`src/rtl/wdog_pkg.sv`:
```
package wdog_pkg;
  localparam int NUM_WD  = 3;
  localparam int WD_ADDR = 0;
  localparam int WD_DATA = 1;
  localparam int WD_IDLE = 2;

  typedef enum logic [2:0] {
    RI_CTRL  = 3'd0,
    RI_STAT  = 3'd1,
    RI_MASK  = 3'd2,
    RI_LIM_A = 3'd3,
    RI_LIM_D = 3'd4,
    RI_LIM_I = 3'd5
  } reg_idx_e;
endpackage

```
`src/rtl/wdog_counter.sv`:
```
module wdog_counter #(
  parameter int CNT_W    = 32,
  parameter bit FREE_RUN = 1'b0
) (
  input  logic             clk,
  input  logic             rst_n,
  input  logic             en_i,
  input  logic             start_i,
  input  logic             stop_i,
  input  logic [CNT_W-1:0] limit_i,
  output logic             fire_o
);
  logic [CNT_W-1:0] cnt_q;

  generate
    if (FREE_RUN) begin : g_free
      // restarts at once after activity or after an expiry
      always_ff @(posedge clk or negedge rst_n) begin
        if (!rst_n) begin
          cnt_q  <= '0;
          fire_o <= 1'b0;
        end else begin
          fire_o <= 1'b0;
          if (!en_i || stop_i) begin
            cnt_q <= '0;
          end else if (cnt_q >= limit_i) begin
            fire_o <= 1'b1;
            cnt_q  <= '0;
          end else begin
            cnt_q <= cnt_q + 1'b1;
          end
        end
      end
    end else begin : g_tenure
      logic run_q;
      always_ff @(posedge clk or negedge rst_n) begin
        if (!rst_n) begin
          run_q  <= 1'b0;
          cnt_q  <= '0;
          fire_o <= 1'b0;
        end else begin
          fire_o <= 1'b0;
          if (!en_i) begin
            run_q <= 1'b0;
            cnt_q <= '0;
          end else if (start_i) begin
            run_q <= 1'b1;
            cnt_q <= '0;
          end else if (run_q && stop_i) begin
            run_q <= 1'b0;
          end else if (run_q) begin
            if (cnt_q >= limit_i) begin
              fire_o <= 1'b1;
              run_q  <= 1'b0;
            end else begin
              cnt_q <= cnt_q + 1'b1;
            end
          end
        end
      end
    end
  endgenerate
endmodule

```
`src/rtl/wdog_regs.sv`:
```
module wdog_regs
  import wdog_pkg::*;
#(
  parameter int                 FIELD_W   = 28,
  parameter int                 DATA_W    = 32,
  parameter logic [FIELD_W-1:0] RST_FIELD = 28'h10
) (
  input  logic                            clk,
  input  logic                            rst_n,
  input  logic                            wr_i,
  input  logic [2:0]                      addr_i,
  input  logic [DATA_W-1:0]               wdata_i,
  input  logic [NUM_WD-1:0]               set_i,
  output logic [DATA_W-1:0]               rdata_o,
  output logic [NUM_WD-1:0]               ctrl_o,
  output logic [NUM_WD-1:0]               mask_o,
  output logic [NUM_WD-1:0]               stat_o,
  output logic [NUM_WD-1:0][FIELD_W-1:0]  lim_o
);
  localparam int LOW_W = DATA_W - FIELD_W;

  logic [NUM_WD-1:0] clr;
  logic              unused_low;

  assign unused_low = ^wdata_i[LOW_W-1:0];
  assign clr = (wr_i && addr_i == RI_STAT) ? wdata_i[NUM_WD-1:0] : '0;

  always_ff @(posedge clk or negedge rst_n) begin
    if (!rst_n) begin
      ctrl_o <= '0;
      mask_o <= '0;
      stat_o <= '0;
    end else begin
      stat_o <= (stat_o & ~clr) | set_i;
      if (wr_i && addr_i == RI_CTRL) ctrl_o <= wdata_i[NUM_WD-1:0];
      if (wr_i && addr_i == RI_MASK) mask_o <= wdata_i[NUM_WD-1:0];
    end
  end

  generate
    for (genvar i = 0; i < NUM_WD; i++) begin : g_lim
      localparam logic [2:0] IDX = 3'(int'(RI_LIM_A) + i);
      always_ff @(posedge clk or negedge rst_n) begin
        if (!rst_n)                      lim_o[i] <= RST_FIELD;
        else if (wr_i && addr_i == IDX)  lim_o[i] <= wdata_i[DATA_W-1:LOW_W];
      end
    end
  endgenerate

  always_comb begin
    rdata_o = '0;
    case (addr_i)
      RI_CTRL:  rdata_o[NUM_WD-1:0] = ctrl_o;
      RI_STAT:  rdata_o[NUM_WD-1:0] = stat_o;
      RI_MASK:  rdata_o[NUM_WD-1:0] = mask_o;
      RI_LIM_A: rdata_o = {lim_o[WD_ADDR], {LOW_W{1'b0}}};
      RI_LIM_D: rdata_o = {lim_o[WD_DATA], {LOW_W{1'b0}}};
      RI_LIM_I: rdata_o = {lim_o[WD_IDLE], {LOW_W{1'b0}}};
      default:  rdata_o = '0;
    endcase
  end
endmodule

```
`src/rtl/bus_wdog_unit.sv`:
```
module bus_wdog_unit
  import wdog_pkg::*;
#(
  parameter int                 CNT_W     = 32,
  parameter int                 FIELD_W   = 28,
  parameter logic [FIELD_W-1:0] RST_FIELD = 28'h10
) (
  input  logic              clk,
  input  logic              rst_n,
  input  logic              gnt_accept,
  input  logic              addr_ack,
  input  logic              data_start,
  input  logic              data_end,
  input  logic              bus_active,
  input  logic              reg_wr,
  input  logic [2:0]        reg_addr,
  input  logic [CNT_W-1:0]  reg_wdata,
  output logic [CNT_W-1:0]  reg_rdata,
  output logic              force_aack,
  output logic              force_tea,
  output logic [NUM_WD-1:0] status,
  output logic              irq
);
  localparam int LOW_W = CNT_W - FIELD_W;

  logic [NUM_WD-1:0]              ctrl_q;
  logic [NUM_WD-1:0]              mask_q;
  logic [NUM_WD-1:0][FIELD_W-1:0] lim_field;
  logic [NUM_WD-1:0]              wd_en, wd_start, wd_stop, wd_fire;
  logic [NUM_WD-1:0][CNT_W-1:0]   wd_limit;
  logic                           err_pend_q;
  logic                           tea_pend_q;

  wdog_regs #(
    .FIELD_W   (FIELD_W),
    .DATA_W    (CNT_W),
    .RST_FIELD (RST_FIELD)
  ) u_regs (
    .clk     (clk),
    .rst_n   (rst_n),
    .wr_i    (reg_wr),
    .addr_i  (reg_addr),
    .wdata_i (reg_wdata),
    .set_i   (wd_fire),
    .rdata_o (reg_rdata),
    .ctrl_o  (ctrl_q),
    .mask_o  (mask_q),
    .stat_o  (status),
    .lim_o   (lim_field)
  );

  // data enable implies the address watchdog
  assign wd_en[WD_ADDR]    = ctrl_q[WD_ADDR] | ctrl_q[WD_DATA];
  assign wd_en[WD_DATA]    = ctrl_q[WD_DATA];
  assign wd_en[WD_IDLE]    = ctrl_q[WD_IDLE];
  assign wd_start[WD_ADDR] = gnt_accept;
  assign wd_start[WD_DATA] = data_start;
  assign wd_start[WD_IDLE] = 1'b0;
  assign wd_stop[WD_ADDR]  = addr_ack;
  assign wd_stop[WD_DATA]  = data_end | tea_pend_q;
  assign wd_stop[WD_IDLE]  = bus_active;

  generate
    for (genvar i = 0; i < NUM_WD; i++) begin : g_wd
      assign wd_limit[i] = {lim_field[i], {LOW_W{1'b1}}};
      wdog_counter #(
        .CNT_W    (CNT_W),
        .FREE_RUN (i == WD_IDLE)
      ) u_cnt (
        .clk     (clk),
        .rst_n   (rst_n),
        .en_i    (wd_en[i]),
        .start_i (wd_start[i]),
        .stop_i  (wd_stop[i]),
        .limit_i (wd_limit[i]),
        .fire_o  (wd_fire[i])
      );
    end
  endgenerate

  // an address time-out owes an error on the next data phase
  always_ff @(posedge clk or negedge rst_n) begin
    if (!rst_n) begin
      err_pend_q <= 1'b0;
      tea_pend_q <= 1'b0;
    end else begin
      tea_pend_q <= data_start & err_pend_q;
      if (!wd_en[WD_ADDR]) err_pend_q <= 1'b0;
      else                 err_pend_q <= wd_fire[WD_ADDR] | (err_pend_q & ~data_start);
    end
  end

  assign force_aack = wd_fire[WD_ADDR];
  assign force_tea  = wd_fire[WD_DATA] | tea_pend_q;
  assign irq        = |(status & mask_q);
endmodule

```
`config.mk`:
```
export PLATFORM = sky130hd
export DESIGN_NAME = bus_wdog_unit
export DESIGN_NICKNAME = d
export VERILOG_FILES = /design/src/rtl/wdog_pkg.sv /design/src/rtl/wdog_counter.sv /design/src/rtl/wdog_regs.sv /design/src/rtl/bus_wdog_unit.sv
export SDC_FILE = /design/constraint.sdc
export NUM_CORES = 1
export LEC_CHECK = 0
export BUFFER_PORTS_ARGS = -buffer_cell sky130_fd_sc_hd__buf_2
export CAP_MARGIN = 20
export CORE_MARGIN = 3
export CORE_UTILIZATION = 55
export CTS_CLUSTER_DIAMETER = 80
export DETAILED_ROUTE_END_ITERATION = 12
export GPL_TIMING_DRIVEN = 0
export PLACE_DENSITY = 0.83
export SYNTH_ARGS = -nofsm -noshare
export SYNTH_HDL_FRONTEND = slang
export SYNTH_SLANG_ARGS = --single-unit
```
`constraint.sdc`:
```
create_clock -name clk -period 4.1 [get_ports clk]
set_input_delay 0.205 -clock clk [delete_from_list [all_inputs] [get_ports clk]]
set_output_delay 0.205 -clock clk [all_outputs]
set_load 0.02 [all_outputs]
```
# Yosys cells after proc, flatten, opt, wreduce, memory -nomap -nowiden
# Cells that the tools add are included.
[op_classes] addsub=3 n_lt_le_gt_ge=3 n_eq_ne=11 mux=38 bitwise=11 reduce_logical=14
[op_table] cell="32-bit 2-to-1 mux" count=12
[op_table] cell="32-bit by 1-bit adder with 32-bit output (second input constant)" count=3
[op_table] cell="32-bit greater-or-equal comparator" count=3
[op_table] cell="29-bit case mux with 3 select lines" count=1
[op_table] cell="1-bit 2-to-1 mux" count=23
[op_table] cell="3-bit inequality test (second input constant)" count=5
[op_table] cell="3-bit case mux with 3 select lines" count=1
[op_table] cell="1-bit logical AND" count=8
[op_table] cell="3-bit bitwise AND" count=2
[op_table] cell="3-bit by 2-bit equality test with 1-bit output (second input constant)" count=2
[op_table] cell="3-bit equality test (second input constant)" count=2
[op_table] cell="3-bit AND reduction" count=2
[op_table] cell="1-bit bitwise OR" count=4
[op_table] cell="3-bit by 1-bit equality test with 1-bit output (second input constant)" count=1
[op_table] cell="3-bit logical NOT" count=1
[op_table] cell="3-bit 2-to-1 mux" count=1
[op_table] cell="3-bit by 2-bit inequality test with 1-bit output (second input constant)" count=1
[op_table] cell="3-bit NOT" count=1
[op_table] cell="3-bit bitwise OR" count=1
[op_table] cell="3-bit OR reduction" count=1
[op_table] cell="1-bit bitwise AND" count=2
[op_table] cell="1-bit logical NOT" count=1
[op_table] cell="1-bit logical OR" count=1
[op_table] cell="1-bit NOT" count=1
[totals] ff_bits=196 output_inout_bits=38

# Longest topological paths before layout
# Gate-level depths: netlist of the first run.
[depth] ltp_word=6 mapped_depth=10

# Hierarchy
# From an unflattened synthesis of the first run, not the netlist that was laid out.
[hier_totals] cells_unflattened=1205 area_unflattened_um2=11996.5
[modules_own_cells] module="wdog_counter (g_wd[0].u_cnt ...)" n_inst=2 cells_each=307 area_per_inst_um2=2562.5
[modules_own_cells] module="wdog_regs" n_inst=1 cells_each=316 area_per_inst_um2=4365.4
[modules_own_cells] module="wdog_counter (g_wd[2].u_cnt)" n_inst=1 cells_each=263 area_per_inst_um2=2396.0
[modules_own_cells] module="bus_wdog_unit" n_inst=1 cells_each=12 area_per_inst_um2=110.1

# Worst setup path before layout of the first run
# No wires, ideal clock.
[synth_timing] path_type="reg-to-reg" from="register g_wd[1].u_cnt.cnt_q[30]" to="register g_wd[1].u_cnt.cnt_q[27]" setup_time_ps=140 arrival_time_ps=2409 t_required_ps=3960 slack_ps=1552 path_stages_with_launch=10 n_path_buf=2 synth_period_minus_slack_ps=2548 path_cell_list="dfrtp_1 > ha_1 > a21oi_1 > nand2_1 > a221o_1 > or3_1 > buf_2 > clkbuf_1 > o311ai_0 > o41ai_1"
[synth_via] elab_chain_cells=3
[synth_lines] element="start, declared" line_no="wdog_counter.sv:13" source="logic [CNT_W-1:0] cnt_q;"
[synth_lines] element="start signal, assigned" line_no="wdog_counter.sv:56" source="cnt_q <= cnt_q + 1'b1;"
[synth_lines] element="32-bit greater-or-equal comparator" line_no="wdog_counter.sv:52" source="if (cnt_q >= limit_i) begin"
[synth_lines] element="3-bit inequality test (no line)"
[synth_lines] element="3-bit AND reduction (no line)"
# No other way between the ends.
# A chain may end at the register's enable or synchronous reset.

# Final worst setup path of the first run
[layout_timing] from="register g_wd[0].u_cnt.cnt_q[19]" to="register g_wd[0].u_cnt.cnt_q[22]"
[layout_via] elab_chain_cells=6
[layout_lines] element="start, declared" line_no="wdog_counter.sv:13"
[layout_lines] element="start signal, assigned" line_no="wdog_counter.sv:56"
[layout_lines] element="32-bit by 1-bit adder with 32-bit output" line_no="wdog_counter.sv:56"
[layout_lines] element="32-bit 2-to-1 mux" line_no="wdog_counter.sv:52"
[layout_lines] element="32-bit 2-to-1 mux" line_no="wdog_counter.sv:51" source="end else if (run_q) begin"
[layout_lines] element="32-bit 2-to-1 mux" line_no="wdog_counter.sv:49" source="end else if (run_q && stop_i) begin"
[layout_lines] element="32-bit 2-to-1 mux" line_no="wdog_counter.sv:46" source="end else if (start_i) begin"
[layout_lines] element="32-bit 2-to-1 mux" line_no="wdog_counter.sv:43" source="if (!en_i) begin"
# Parallel ways exist; a longest one is shown, timed or not. The select of a mux whose other input is x is not followed.

==> summary.md, run 1 <==
| Metric | Value |
|---|---|
| Total Nets Final | `approximately 1400` |
| Most common cell after layout, fill and taps aside | `dfrtp_1` |
| Status | `completed` |
| Post-route cell area | `roughly 13000 sq um` |
| Reg-to-reg startpoint | `g_wd[0].u_cnt.cnt_q[19]` |
| CTS tree | `yes` |
| Starting Density | `56.8%` |
| Fin Hold WS | `0.00370 ns` |
| Final core occ | `63.5%` |
| Core area | `20500 sq um` |
| Htree depth | `4` |
| Global Route Usage Sum | `28.8%` |
| Tmin final | `3.17 ns` |
| Hold Vio Cnt, Final | `0` |
| Crit Path Max Fanout | `10` |
| Area grow syn2layout | `11.8%` |
| Max Freq | `316 MHz` |
| IO Port Bufs | `76` |
| Syn avg cell area | `9.64 sq um` |
| Hold worst-path end | `u_regs.lim_o[50]` |
| CP Data Required Time | `4.46 ns` |
| Residual DRC | `0` |
| Mapped Nets | `1337` |
| Hold Crit Start | `reg_wdata[26]` |
| Root Buffer Master | `clkbuf_16` |
| WL/cell | `20.3 microns` |
| Placer Congestion | `about 0.95` |
| Skew final | `0.0136 ns` |
| Hold path depth | `3` |
| Kind of end point of the critical path | `flop` |
| Sequential area share after synthesis | `between 40% and 50%` |
| GR Overflow Total | `0` |
| Die area | `22900 sq um` |
| Worst path most repeated cell | `clkbuf_1` |
| RSZ-0062 raised after global routing | `no` |
| Final wirelength | `32300 microns` |
| Post-Syn Instances | `about 1200` |
| CTS buffer count | `17` |
| First-pass GRT wire length | `51400 microns` |
| Largest net degree at the start of global routing | `104` |
| Reg-to-Reg End | `g_wd[0].u_cnt.cnt_q[22]` |
| Placed wire-length estimate | `23500 microns` |
| Diodes inserted | `0` |
| Crit path cell chain | `ha_1 > a21oi_1 > o21ai_0 > a2111oi_1 > a31oi_1 > clkbuf_1 > clkbuf_1 > nor3_1 > mux2i_1` |
| DR pass1 iterations | `5` |
| Vias in the first global route | `9681` |
| Netlist cell types | `59` |
| Peak supply drop | `between 0.2 and 0.3 mV` |
| Yosys warns | `0` |
| DRT iter0 DRCs | `845` |
| Least-Margin Pin Slew | `0.779 ns` |
| Crit path buf inv count | `2` |
| PostCTS Resize Cnt | `0` |
| Max Slew Vio Count | `0` |
| Post-route insts no fill | `1588` |
| Cells after DPL | `1554` |
| Rows | `52` |
| Cell Area, Placed | `12400 sq um` |
| Cell Area, Synth | `~12000 sq um` |
| Dpl ws | `1.07 ns` |
| Slew headroom | `47.7%` |
| Clock Latency Late Sink | `0.45 ns` |
| Most frequent cells in the layout | `dfrtp_1, inv_1, a21oi_1` |
| Initial antenna violation count | `0` |
| Clock sinks | `roughly 200` |
| Pwr/cell area | `380 nW/um^2` |
| Hold crit path type | `in2reg` |
| Clock Path Buffers | `2` |
| Horiz. Die Dim | `151 microns` |
| Synth Flop Type | `dfrtp_1` |
| CP startpoint kind | `flop` |
| Crit path max-delay cell type | `a2111oi_1` |
| P_leak | `slightly below 6 nW` |
| Final setup viols | `0` |
| Die Y | `roughly 150 microns` |
| Flop and latch count out of synthesis | `196` |
| Maxcap violations | `0` |
| Fraction of registers with async set/reset | `100%` |
| Max incr delay on CP | `0.59 ns` |
| Clock-pin slew on the worst setup and hold paths | `0.08 ns` |
| Top delay family on crit path | `compound AO/OA/AOI/OAI gates` |
| Post-DRT Antenna Nets | `0` |
| Via count | `10200` |
| # IOs | `81` |
| Reg2Reg Depth | `9` |
| Crit share post-route | `77.3%` |
| R2R setup slack | `0.93 ns` |
| Setup slack after layout | `~0.93 ns` |
| Crit path DAT | `3.53 ns` |
| Avg Vias per Cell | `about 6.4` |
| Crit Path Category | `reg2reg` |
| Fraction of layout cells with a size suffix above 1 | `about 15%` |
| Post-synth EDFFs | `0` |
state kept, by name, summed over array words and instances (netlist names):
| name | flops |
|---|---|
| err_pend_q | 1 |
| u_regs.lim_o | 84 |
| u_regs.stat_o | 3 |
| u_regs.ctrl_o | 3 |
| g_wd.u_cnt.fire_o | 3 |
| g_wd.u_cnt.cnt_q | 96 |
| g_wd.u_cnt.g_tenure.run_q | 2 |
| u_regs.mask_o | 3 |
| tea_pend_q | 1 |
worst min-delay path, delay by kind of cell:
| family | cells | cell delay (ns) |
|---|---|---|
| compound gates | 1 | 0.06 |
| simple gates | 1 | 0.04 |
| buf+inv | 1 | 0.10 |
cell type report:
type	count	area, sq um
Buffer	62	253
Clock buffer	19	453
Clock inverter	12	136
Fill cell	1613	7490
Inverter	96	360
Multi-Input combinational cell	853	6110
Sequential cell	196	4910
Tap cell	270	338
Timing Repair Buffer	80	448
layer usage:
layer | global-route usage (%) | share of wire, %
met5 | 0 | 0
met2 | 46.3 | 48
met3 | 6.43 | 7.8
met4 | 7.39 | 2.3
met1 | 39.7 | 42
per-stage QoR:
step,power [mW],TNS (ns)
2_1_floorplan,2.87,0
3_3_place_gp,3.18,-91.72
3_5_place_dp,3.23,0
4_1_cts,4.92,0
5_1_grt,5.15,0
6_report,4.94,0
cell usage after synthesis (all sizes together), types with 13 or more instances:
cell type / number / area [sq um]
a22o: 56 / 490
nor3: 40 / 200
and3: 19 / 119
nand4: 41 / 263
a21oi: 93 / 465
inv: 96 / 360
nand2: 79 / 297
o21ai: 44 / 220
clkbuf: 49 / 184
mux2: 63 / 709
a21o: 19 / 143
xor2: 16 / 140
buf: 13 / 68.8
nor2: 43 / 161
ha: 87 / 1090
or4: 52 / 390
nand3: 47 / 235
o31ai: 52 / 390
xnor2: 14 / 123
dfrtp: 193 / 4830
cell families after synthesis:
group | Yosys count | share of synthesized area [%]
and+or+nand+nor | 378 | 17.8
AOI/OAI and AO/OA | 288 | 16.5
DFF | 196 | 42.2
buffers and inverters | 158 | 5.27
adders and majority gates | 87 | 9.36
muxes | 69 | 6.62
xor gates and xnor gates | 30 | 2.26
other | 1 | 0.0322
worst max-delay path by stage:
stage | slack (ns) | cells after the start | endpoint | start
detailed placement | 1.07 | 9 | g_wd[0].u_cnt.cnt_q[29] | g_wd[0].u_cnt.cnt_q[15]
finish | 0.93 | 9 | g_wd[0].u_cnt.cnt_q[22] | g_wd[0].u_cnt.cnt_q[19]
global placement | -0.49 | 1 | g_wd[1].u_cnt.cnt_q[26] | rst_n
CTS | 1.0 | 9 | g_wd[0].u_cnt.cnt_q[27] | g_wd[0].u_cnt.cnt_q[15]
floorplan | 1.55 | 9 | g_wd[1].u_cnt.cnt_q[27] | g_wd[1].u_cnt.cnt_q[30]
global route | 0.78 | 10 | g_wd[0].u_cnt.cnt_q[29] | u_regs.lim_o[27]
where the power goes:
part	switching, mW	total [mW]	leakage, nW	internal (mW)
registers	0.157	2.29	2.56	2.14
logic	0.569	0.927	3.06	0.358
clock network	0.824	1.72	0.289	0.894
total	1.55	4.94	5.91	3.39
what timing repair did:
action / in CTS / in global routing
setup buffers: 0 / 0
hold buffers: 3 / 0
endpoints found under the setup margin: 0 / 0
endpoints found under the hold margin: 94 / 0
Note: power is estimated with default switching activity, not from simulation.
==> run 2: changes to the inputs <==
--- a/config.mk
+++ b/config.mk
@@ -12,7 +12,7 @@
 export CTS_CLUSTER_DIAMETER = 80
 export DETAILED_ROUTE_END_ITERATION = 12
 export GPL_TIMING_DRIVEN = 0
-export PLACE_DENSITY = 0.83
+export PLACE_DENSITY = 0.86
 export SYNTH_ARGS = -nofsm -noshare
 export SYNTH_HDL_FRONTEND = slang
 export SYNTH_SLANG_ARGS = --single-unit
==> constraint.sdc (replaced) <==
create_clock -name clk -period 2.8 [get_ports clk]
set_input_delay 0.14 -clock clk [delete_from_list [all_inputs] [get_ports clk]]
set_output_delay 0.14 -clock clk [all_outputs]
set_load 0.02 [all_outputs]
==> summary.md, run 2 (synthesis results as in run 1) <==
| Metric | Value |
|---|---|
| Status | `complete, but fails checks` |
| Failing checks | `negative setup slack` |
| Final wirelength | `34000 microns` |
| Setup TNS | `-0.0106 ns` |
| Avg Vias per Cell | `6.51` |
| Fraction of layout cells with a size suffix above 1 | `18.6%` |
| Maxcap violations | `0` |
| Slew headroom | `47.8%` |
| Sequential power share | `a little under half` |
| Footprint of the multi-input gates | `between 6000 and 7000 sq um` |
| Post-route cell area | `13700 sq um` |
| Max Freq | `about 360 MHz` |
| Biggest register | `g_wd.u_cnt.cnt_q` |
| End point of the critical path | `g_wd[0].u_cnt.cnt_q[24]` |
| IO Port Bufs | `76` |
| DRT iter0 DRCs | `between 1000 and 1500` |
| Least-Margin Pin Slew | `~0.78 ns` |
| GR Overflow Total | `0` |
| Total Power | `7.40 mW` |
| NetSw | `between 2 and 2.5 mW` |
| Fin Hold WS | `0.0133 ns` |
| Crit Path Category | `reg2reg` |
| Clock Latency Late Sink | `0.45 ns` |
| Critical path origin | `g_wd[0].u_cnt.cnt_q[19]` |
| P_leak | `6.18 nW` |
| Residual DRC | `0` |
| Htree depth | `4` |
| WL/cell | `20.9 microns` |
| Total Nets Final | `roughly 1500` |
| Area grow syn2layout | `17.6%` |
| Die Y | `151 microns` |
| Max reg flops | `96` |
| Dpl ws | `-0.242 ns` |
| Cell Area, Placed | `between 10000 and 15000 sq um` |
| Root Buffer Master | `clkbuf_16` |
| Via count | `10600` |
| Setup slack after layout | `-0.0106 ns` |
| Peak supply drop | `0.422 mV` |
| Reg-to-Reg End | `g_wd[0].u_cnt.cnt_q[24]` |
| Crit Path Max Fanout | `10` |
| Skew final | `0.0145 ns` |
| Comb pwr share | `19.7%` |
| CTS buffer count | `17` |
| Max incr delay on CP | `0.46 ns` |
| DR pass1 iterations | `6` |
| Placer Congestion | `between 0.9 and 1` |
| CP startpoint kind | `flop` |
| Hold crit path type | `in2reg` |
| Kind of end point of the critical path | `flop` |
| Crit path DAT | `3.12 ns` |
| Int Power | `5.08 mW` |
| Pwr/cell area | `541 nW/um^2` |
| Post-route insts no fill | `between 1500 and 2000` |
| Register area | `4910 sq um` |
| Clock-pin slew on the worst setup and hold paths | `0.07 ns` |
| CP Depth | `9` |
| Starting Density | `a little under three fifths` |
| Post-DRT Antenna Nets | `0` |
| Global Route Usage Sum | `just under 30%` |
| Final core occ | `66.8%` |
| Reg2Reg Depth | `9` |
| Horiz. Die Dim | `151 microns` |
| Clock sinks | `196` |
| Final setup viols | `1` |
| Core area | `20500 sq um` |
| Diodes inserted | `0` |
| R2R setup slack | `-0.01 ns` |
| Clock Path Buffers | `2` |
| Filler Cell Count | `1489` |
| # IOs | `81` |
| Largest net degree at the start of global routing | `~100` |
| Rows | `52` |
| Crit path max-delay cell type | `dfrtp_2` |
| Vias in the first global route | `about 10000` |
| Placed wire-length estimate | `23600 microns` |
| CP Data Required Time | `roughly 3.1 ns` |
| Crit path cell chain | `ha_1 > a21oi_1 > o21ai_1 > a2111oi_4 > a31oi_2 > clkbuf_4 > clkbuf_4 > o31ai_1 > a21oi_2` |
| Top delay family on crit path | `compound AO/OA/AOI/OAI gates` |
| Cells after DPL | `about 1600` |
| Reg-to-reg startpoint | `g_wd[0].u_cnt.cnt_q[19]` |
| Hold Vio Cnt, Final | `0` |
| Worst path most repeated cell | `clkbuf_4` |
| Tmin final | `2.81 ns` |
| Biggest regs | `g_wd.u_cnt.cnt_q x96, u_regs.lim_o x84` |
| Clk network pwr share | `a little over a third` |
| Initial antenna violation count | `1` |
| Die area | `22900 sq um` |
| Most frequent cells in the layout | `dfrtp_1, inv_1, a21oi_1` |
| First-pass GRT wire length | `approximately 52000 microns` |
| Most common cell after layout, fill and taps aside | `dfrtp_1` |
| Crit path buf inv count | `2` |
| Max Slew Vio Count | `0` |
| CTS tree | `yes` |
| Crit share post-route | `100%` |
| Sw Ratio | `31.3%` |
[run 2: cell types whose count changed in the layout (fill, tap and decap cells not counted), sizes merged]
cell,change
dlygate4sd3,+30
buf,+15
clkbuf,-6
clkinv,+2
bufinv,+1
clkinvlp,-1
inv,-1
[run 2: power groups by stage]
stage | Sequential, mW | Clock [mW] | Combinational (mW)
4_1_cts | 3.36 | 2.57 | 1.39
2_1_floorplan | 3.33 | 0 | 0.875
5_1_grt | 3.40 | 2.69 | 1.59
3_5_place_dp | 3.41 | 0 | 1.32
3_3_place_gp | 3.39 | 0 | 1.26
6_report | 3.37 | 2.57 | 1.46
[run 2: repair_timing]
action | in CTS | in global routing
buffers inserted | 0 | 10
hold endpoints to repair | 171 | 0
endpoints found under the setup margin | 61 | 60
gates resized for setup | 24 | 57
hold buffers | 33 | 0
pin swaps | 1 | 8
[run 2: worst min-delay path by stage]
stage / from / end / slack, ns / cells past startpoint
after CTS: addr_ack / g_wd[0].u_cnt.fire_o / 0.007 / 4
after global placement: reg_wdata[30] / u_regs.lim_o[54] / 0.38 / 3
after global routing: reg_wdata[13] / u_regs.lim_o[37] / 0.02 / 3
after detailed placement: rst_n / g_wd[0].u_cnt.cnt_q[16] / 0.22 / 1
final: reg_wdata[13] / u_regs.lim_o[65] / 0.01 / 2
after floorplan: rst_n / err_pend_q / -0.16 / 0
[run 2: layout make-up]
| class | instances | area share [%] |
|---|---|---|
| Multi-Input combinational cell | 853 | 46.3 |
| Tap cell | 270 | 2.47 |
| Inverter | 96 | 2.63 |
| Clock inverter | 13 | 1.22 |
| Timing Repair Buffer | 120 | 6.02 |
| Clock buffer | 19 | 3.24 |
| Sequential cell | 196 | 35.9 |
| Buffer | 61 | 2.17 |
[run 2: routing by layer]
layer  up-vias  routed length (microns)  GRT usage [%]
met1      5113                    13400           39.9
met2       630                    16200           48.1
met5         -                       13              0
li1       4730                        -              -
met4         2                     1160           8.93
met3       117                     3290           5.69
